==> src/rtl/serial_da_fir_pkg.sv <==
package serial_da_fir_pkg;

  // Strobes from the controller to the datapath; at most one is high per clock.
  typedef struct packed {
    logic load;     // latch samples, clear the accumulator
    logic stepAdd;  // shift-accumulate, adding the scaled table value
    logic stepSub;  // sign-bit step, subtracting the scaled table value
    logic publish;  // copy the accumulator to the output
  } daCtl_t;

endpackage

==> src/rtl/serial_da_fir_ctrl.sv <==
module serial_da_fir_ctrl
  import serial_da_fir_pkg::*;
#(
  parameter int DataWidth = 4
) (
  input  logic   clk,
  input  logic   rstN,
  output daCtl_t ctl
);

  localparam int CntWidth = $clog2(DataWidth + 1);
  localparam logic [CntWidth-1:0] LastStep = CntWidth'(DataWidth - 1);
  localparam logic [CntWidth-1:0] DoneCnt  = CntWidth'(DataWidth);

  typedef enum logic {ST_LOAD, ST_SHIFT} ctlState_t;

  ctlState_t         state;
  logic [CntWidth-1:0] stepCnt;

  always_ff @(posedge clk or negedge rstN) begin
    if (!rstN) begin
      state   <= ST_LOAD;
      stepCnt <= '0;
    end else begin
      case (state)
        ST_LOAD: begin
          stepCnt <= '0;
          state   <= ST_SHIFT;
        end
        default: begin
          if (stepCnt == DoneCnt) begin
            state <= ST_LOAD;
          end else begin
            stepCnt <= stepCnt + 1'b1;
          end
        end
      endcase
    end
  end

  always_comb begin
    ctl = '0;
    if (state == ST_LOAD) begin
      ctl.load = 1'b1;
    end else if (stepCnt == DoneCnt) begin
      ctl.publish = 1'b1;
    end else if (stepCnt == LastStep) begin
      ctl.stepSub = 1'b1;
    end else begin
      ctl.stepAdd = 1'b1;
    end
  end

endmodule

==> src/rtl/serial_da_fir_dp.sv <==
module serial_da_fir_dp
  import serial_da_fir_pkg::*;
#(
  parameter int DataWidth = 4,
  parameter int Taps      = 3,
  parameter int CoefWidth = 3,
  parameter int AccWidth  = 7,
  parameter logic signed [CoefWidth-1:0] Coef [Taps] = '{-3'sd2, 3'sd3, 3'sd1}
) (
  input  logic                       clk,
  input  logic                       rstN,
  input  daCtl_t                     ctl,
  input  logic [Taps*DataWidth-1:0]  samples,
  output logic signed [AccWidth-1:0] yOut,
  output logic                       outValid
);

  localparam int TabWidth = CoefWidth + $clog2(Taps);

  // Partial-sum table: entry = sum of coefficients whose address bit is set.
  function automatic logic signed [TabWidth-1:0] tableLookup(input logic [Taps-1:0] addr);
    logic signed [TabWidth-1:0] sum;
    sum = '0;
    for (int k = 0; k < Taps; k++) begin
      if (addr[k]) sum = sum + TabWidth'(Coef[k]);
    end
    return sum;
  endfunction

  logic [DataWidth-1:0]       sampleReg [Taps];
  logic [Taps-1:0]            tabAddr;
  logic signed [TabWidth-1:0] tabVal;
  logic signed [AccWidth-1:0] acc;
  logic signed [AccWidth-1:0] tabScaled;
  logic signed [AccWidth-1:0] accHalf;

  for (genvar g = 0; g < Taps; g++) begin : g_addr
    assign tabAddr[g] = sampleReg[g][0];
  end

  assign tabVal    = tableLookup(tabAddr);
  assign tabScaled = AccWidth'(tabVal) <<< (DataWidth - 1);
  assign accHalf   = acc >>> 1;

  always_ff @(posedge clk or negedge rstN) begin
    if (!rstN) begin
      acc      <= '0;
      yOut     <= '0;
      outValid <= 1'b0;
      for (int k = 0; k < Taps; k++) sampleReg[k] <= '0;
    end else begin
      outValid <= ctl.publish;
      if (ctl.load) begin
        acc <= '0;
        for (int k = 0; k < Taps; k++) sampleReg[k] <= samples[k*DataWidth +: DataWidth];
      end else if (ctl.stepAdd || ctl.stepSub) begin
        acc <= ctl.stepSub ? (accHalf - tabScaled) : (accHalf + tabScaled);
        for (int k = 0; k < Taps; k++) sampleReg[k] <= sampleReg[k] >> 1;
      end
      if (ctl.publish) yOut <= acc;
    end
  end

endmodule

==> src/rtl/serial_da_fir.sv <==
module serial_da_fir
  import serial_da_fir_pkg::*;
#(
  parameter int DataWidth = 4,
  parameter int Taps      = 3,
  parameter int CoefWidth = 3,
  parameter int AccWidth  = 7,
  parameter logic signed [CoefWidth-1:0] Coef [Taps] = '{-3'sd2, 3'sd3, 3'sd1}
) (
  input  logic                       clk,
  input  logic                       rstN,
  input  logic [Taps*DataWidth-1:0]  samples,
  output logic signed [AccWidth-1:0] yOut,
  output logic                       outValid
);

  daCtl_t ctlBus;

  serial_da_fir_ctrl #(.DataWidth(DataWidth)) u_ctrl (
    .clk  (clk),
    .rstN (rstN),
    .ctl  (ctlBus)
  );

  serial_da_fir_dp #(
    .DataWidth (DataWidth),
    .Taps      (Taps),
    .CoefWidth (CoefWidth),
    .AccWidth  (AccWidth),
    .Coef      (Coef)
  ) u_dp (
    .clk      (clk),
    .rstN     (rstN),
    .ctl      (ctlBus),
    .samples  (samples),
    .yOut     (yOut),
    .outValid (outValid)
  );

endmodule

==> config.mk <==
export PLATFORM = sky130hd
export DESIGN_NAME = serial_da_fir
export DESIGN_NICKNAME = d
export VERILOG_FILES = /design/src/rtl/serial_da_fir_pkg.sv /design/src/rtl/serial_da_fir_ctrl.sv /design/src/rtl/serial_da_fir_dp.sv /design/src/rtl/serial_da_fir.sv
export SDC_FILE = /design/constraint.sdc
export NUM_CORES = 1
export LEC_CHECK = 0
export BUFFER_PORTS_ARGS = -buffer_cell sky130_fd_sc_hd__buf_4
export CAP_MARGIN = 20
export CORE_UTILIZATION = 40
export CTS_BUF_LIST = sky130_fd_sc_hd__clkbuf_4
export DETAILED_ROUTE_END_ITERATION = 7
export PLACE_DENSITY = 0.66
export SLEW_MARGIN = 20
export SYNTH_ARGS = -nofsm -noshare
export SYNTH_HDL_FRONTEND = slang
export SYNTH_SLANG_ARGS = --single-unit
==> constraint.sdc <==
create_clock -name clk -period 2.7 [get_ports clk]
set_clock_uncertainty 0.2 [all_clocks]
set_input_delay 0.405 -clock clk [delete_from_list [all_inputs] [get_ports clk]]
set_output_delay 0.405 -clock clk [all_outputs]
set_load 0.01 [all_outputs]
==> metrics.txt, run 1 <==
status finished clean; CTS buffer count 5; final setup vio count 0; Power, Total 1.20 mW; GRT Util Overall 16.5%; # clock sinks 31; Syn Inst Count 162; number of synthesized flops with an enable pin 0; Max-Cap Viols 0; post-layout min period 2.61 ns; RSZ-0062 raised after global routing yes; CORE AREA 0.00372 mm²; Placed Instances 224; vias in the first global route 1138; Distinct cells, synth 29; HPWL after DPL 2.03 mm; final instance area 0.00194 mm²; initial core utilization 42.3%; fin crit share 96.6%; Port Buffers 21; I/O Pins 22; critical path type reg -> reg; actual slew at the worst max-slew pin 0.623 ns; Overflow after GRT 0; Cell Count, Final, Fillers Out 237; Static Leakage 0.915 nW; routed via count 1192; crit path capture type register; die width 64.7 µm; fraction of layout cells with a size suffix above 1 27.5%; RePlAce Congestion 0.787; # rows 22; largest net degree at the start of global routing 35; ys flop type dfrtp_1; wire per inst 12.8 µm; Core Util, Final 52.3%; Slew Viols, Final 0; CTS tree yes; initial antenna violation count 0; placed cell area 0.00175 mm²; Antenna diodes 0; die area 0.00418 mm²; WL final 3.04 mm; fin nets 212; total power per unit cell area 616 mW/mm²; clock-pin slew on the worst setup and hold paths 0.09 ns; Yosys top cell area share 49.4%; H-tree level count 2; flops & latches, synth 31; Worst setup SP type register; Rel. slew slack 58.4%; Async SR Flop Fraction 100%; Peak VDD IR 316 µV; crit-path max FO 3; Synth Warn # 0; CP arrival 2.66 ns; Longest Clk Path Bufs 2; Hold Fails Final Rpt 0; top cells by area, synth dfrtp_1, nand2_1, ha_1; mapped cell area 0.00157 mm²; proportion of synthesized chip area in sequential cells 49.4%; Post-route DRC 0; remaining antenna violation count 0; HP Class in -> reg; Clock Latency Late Sink 0.33 ns; first-pass GRT wire length 5.10 mm; required time worst endpoint 2.75 ns; Via density 5.03; Die Y 64.7 µm; Yosys top cell by area dfrtp_1; fmax 384 MHz; CTS Root Cell clkbuf_4; Area growth, synth to finish 23.7%; first-pass detailed-route iteration total 4; Initial DRC Count 32; Synth Area per Inst 9.69 µm²; Mapped Nets 185
-- worst max-delay path, cell delays in order, from the launching register on --
cell,delay (ns)
dfrtp_1,0.42
ha_4,0.29
xor2_2,0.17
inv_2,0.06
ha_4,0.16
a21oi_2,0.12
xnor2_1,0.08
ha_1,0.35
a21oi_2,0.17
o211ai_1,0.11
mux2i_1,0.19
mux2i_1,0.20
-- Yosys cell counts, types with 2 or more instances --
library cell  number
ha_1               8
mux2_2             5
o211a_1            2
o21ai_0            7
mux2i_1            3
a31oi_1            9
nor2_1            10
nand2_1           33
buf_2              2
inv_1             13
and2_1             2
xnor2_1            3
a21boi_0           5
dfrtp_1           31
clkbuf_1           5
nand3_1            5
buf_6              2
xor2_1             2
a21oi_1            5
-- per-layer routing --
metal  vias up  track usage, %  wire length (µm)
met5         -               0                 0
met4         0            8.06                57
met3         8            4.93               123
met2        31            26.8              1510
met1       563            19.8              1350
li1        590               -                 -
-- cells in the final DEF, fill, tap and decap left out, drive strengths merged, types with 6 or more instances in the layout --
cell type   n
clkbuf      6
nor2       11
inv        13
a31oi       9
dfrtp      31
o21ai       7
buf        28
nand2      33
ha          8
-- power breakdown --
group          internal [mW]  switching, mW  total (mW)
clock network          0.201          0.154       0.355
registers              0.521         0.0285       0.550
logic                  0.170          0.123       0.292
-- kinds of logic after synthesis --
family          synth area share, %
compound gates                 12.1
xor+xnor                       2.79
fa+ha+maj                      7.65
buf+inv                        6.37
flops                          49.4
mux                            6.37
simple gates                   15.3
-- flip-flops by register name (all words and copies together) (netlist names) --
| signal | count |
|---|---|
| u_dp.yOut | 7 |
| u_dp.outValid | 1 |
| u_dp.sampleReg | 12 |
| u_ctrl.state | 1 |
| u_dp.acc | 7 |
| u_ctrl.stepCnt | 3 |
-- what timing repair did --
item | CTS | global route
gates resized for setup | 5 | 7
setup endpoints to repair | 2 | 3
hold endpoints to repair | 31 | 0
setup buffers | 3 | 2
hold buffers | 1 | 0
pin swaps | 1 | 5
-- final timing paths --
| check | depth (start not counted) | endpoint | startpoint | slack [ns] |
|---|---|---|---|---|
| hold reg to reg | 2 | u_dp.yOut[5] | u_dp.yOut[5] | 0.30 |
| min in group asynchronous | 2 | u_ctrl.stepCnt[0] | rstN | 0.32 |
| setup reg to reg | 11 | u_dp.acc[6] | u_dp.sampleReg[8] | 0.09 |
| setup / recovery | 11 | u_dp.acc[6] | u_dp.sampleReg[8] | 0.09 |
| max in group asynchronous | 2 | u_dp.sampleReg[0] | rstN | 1.68 |
| hold / removal | 3 | u_dp.sampleReg[11] | samples[3] | 0.13 |
-- area by class of cell --
class	count	area, µm²
clock buffer	6	45.0
sequential	31	776
tap	48	60.1
fill	336	1770
timing repair buffer	29	220
inverter	13	48.8
multi-input combinational	109	762
clock inverter	1	30.0
-- metrics by stage --
step           worst slack [ns]  setup TNS, ns  hold WS, ns
6_report                 0.0925              0        0.128
5_1_grt                 -0.0792         -0.127        0.121
4_1_cts                  0.0228              0        0.106
3_5_place_dp             -0.149         -0.208        0.156
3_3_place_gp             0.0265              0        0.158
2_1_floorplan            0.0884              0      -0.0906
(Power assumes the default switching activity.)
==> inputs of run 2 (changes only) <==
Settings changed: CELL_PAD_IN_SITES_DETAIL_PLACEMENT set to 0, CELL_PAD_IN_SITES_GLOBAL_PLACEMENT set to 1, PLACE_DENSITY 0.66 to 0.81.
==> run 2 against run 1 <==
First-iteration DRC count fell by 9.4%; hold slack got worse by 0.012 ns; final cell count fell by 0.42%; non-clock buffer count fell by 2; fmax rose by 1.4%; combinational power fell by 7%; die area did not move; sequential cell count did not move; core utilization fell by 1.5 points; critical endpoint unchanged.
==> metrics.txt, run 2 (synthesized netlist as in run 1, its figures left out) <==
status finished clean; Top reg by flops u_dp.sampleReg; crit path capture type register; most common cell after layout, fill and taps aside nand2_1; hold wc startpoint samples[7]; # clock sinks 31; final setup vio count 0; most frequent cells in the layout nand2_1, dfrtp_1, buf_4, inv_1, nor2_1; initial antenna violation count 0; largest net degree at the start of global routing 39; Static Leakage 0.903 nW; total power per unit cell area 583 mW/mm²; Die Y 64.7 µm; actual slew at the worst max-slew pin 0.627 ns; Fin Setup TNS 0 ns; HP Class in -> reg; Port Buffers 21; fin crit share 95.2%; first-pass GRT wire length 5.15 mm; Largest register FFs 12; die area 0.00418 mm²; remaining antenna violation count 0; post-layout min period 2.57 ns; fmax 389 MHz; Rel. slew slack 58.2%; I/O Pins 22; Antenna diodes 0; required time worst endpoint 2.75 ns; CTS buffer count 5; initial core utilization 42.3%; GRT Util Overall 16.3%; critical path type reg -> reg; # rows 22; crit-path max FO 3; first-pass detailed-route iteration total 4; CTS Root Cell clkbuf_4; CTS tree yes; Longest Clk Path Bufs 2; vias in the first global route 1174; die width 64.7 µm; wire per inst 12.5 µm; top flop regs u_dp.sampleReg x12, u_dp.acc x7, u_dp.yOut x7; HPWL after DPL 1.94 mm; FILL cells 351; RSZ-0062 raised after global routing yes; Worst setup startpoint u_dp.sampleReg[8]; Placed Instances 224; CP arrival 2.62 ns; Initial DRC Count 29; routed via count 1193; Worst R2R Start u_dp.sampleReg[8]; Slew Viols, Final 0; RePlAce Congestion 0.719; WL final 2.96 mm; Area growth, synth to finish 20.0%; fin nets 210; CORE AREA 0.00372 mm²; Hold Fails Final Rpt 0; Clock Latency Late Sink 0.32 ns; Overflow after GRT 0; H-tree level count 2; Peak VDD IR 392 µV; fraction of layout cells with a size suffix above 1 26.1%; Cell Count, Final, Fillers Out 236; Post-route DRC 0; clock-pin slew on the worst setup and hold paths 0.09 ns; Worst setup SP type register; Max-Cap Viols 0; Via density 5.06
[run 2: what timing repair did]
item                                    4_1_cts  5_1_grt
pin swaps                                     1        6
gates cloned                                  0        0
buffers inserted                              2        1
hold buffers                                  1        0
gates resized for setup                       1        7
endpoints found under the hold margin        31        0
endpoints found under the setup margin        2        3
[run 2: cell type report]
class	count	area (µm²)	share of cell area, %
flip-flops and latches	31	776	41.2
multi-input cells	109	737	39.1
repair buffers	27	205	10.9
clock inverters	1	5.00	0.266
clock buffers	7	52.6	2.79
well taps	48	60.1	3.19
inverters	13	48.8	2.59
[run 2: through the flow]
stage | hold slack, ns | worst slack (ns) | area [µm²] | util (%) | power, mW
after floorplan | -0.0906 | 0.0884 | 1570 | - | 0.688
after global placement | 0.161 | 0.0140 | 1750 | 47.1 | 0.798
after detailed placement | 0.163 | -0.0474 | 1750 | 47.1 | 0.809
after CTS | 0.0998 | 0.00152 | 1850 | 49.7 | 1.10
after global routing | 0.138 | -0.0471 | 1880 | 50.7 | 1.17
final | 0.116 | 0.128 | 1880 | 50.7 | 1.10
[run 2: final timing paths]
path,slack [ns],end,cells past startpoint
worst min register to register,0.31,u_dp.yOut[5],2
max in group asynchronous,1.67,u_dp.sampleReg[8],2
worst max-delay path,0.13,u_dp.acc[6],11
worst max register to register,0.13,u_dp.acc[6],11
min in group asynchronous,0.34,u_ctrl.stepCnt[2],2
worst min-delay path,0.12,u_dp.sampleReg[7],3
[run 2: per-layer routing]
layer  up-vias  track usage (%)  wire length (µm)
met3         5             3.70                81
met1       577             19.4              1390
met5         -                0                 0
met4         0             7.50                42
met2        19             27.8              1440
li1        592                -                 -
[run 2: power breakdown]
group          switching, mW  internal [mW]
combinational          0.114          0.159
sequential            0.0304          0.521
clock                  0.153          0.122
[run 2: worst max-delay path: stages, from the launching register on]
cell and delay (ns):
dfrtp_1 0.43, ha_4 0.30, xor2_2 0.16, inv_1 0.09, ha_4 0.26, mux2i_1 0.07, buf_4 0.14, ha_1 0.26
nand3b_1 0.09, o2bb2ai_1 0.14, mux2i_1 0.17, mux2i_1 0.19
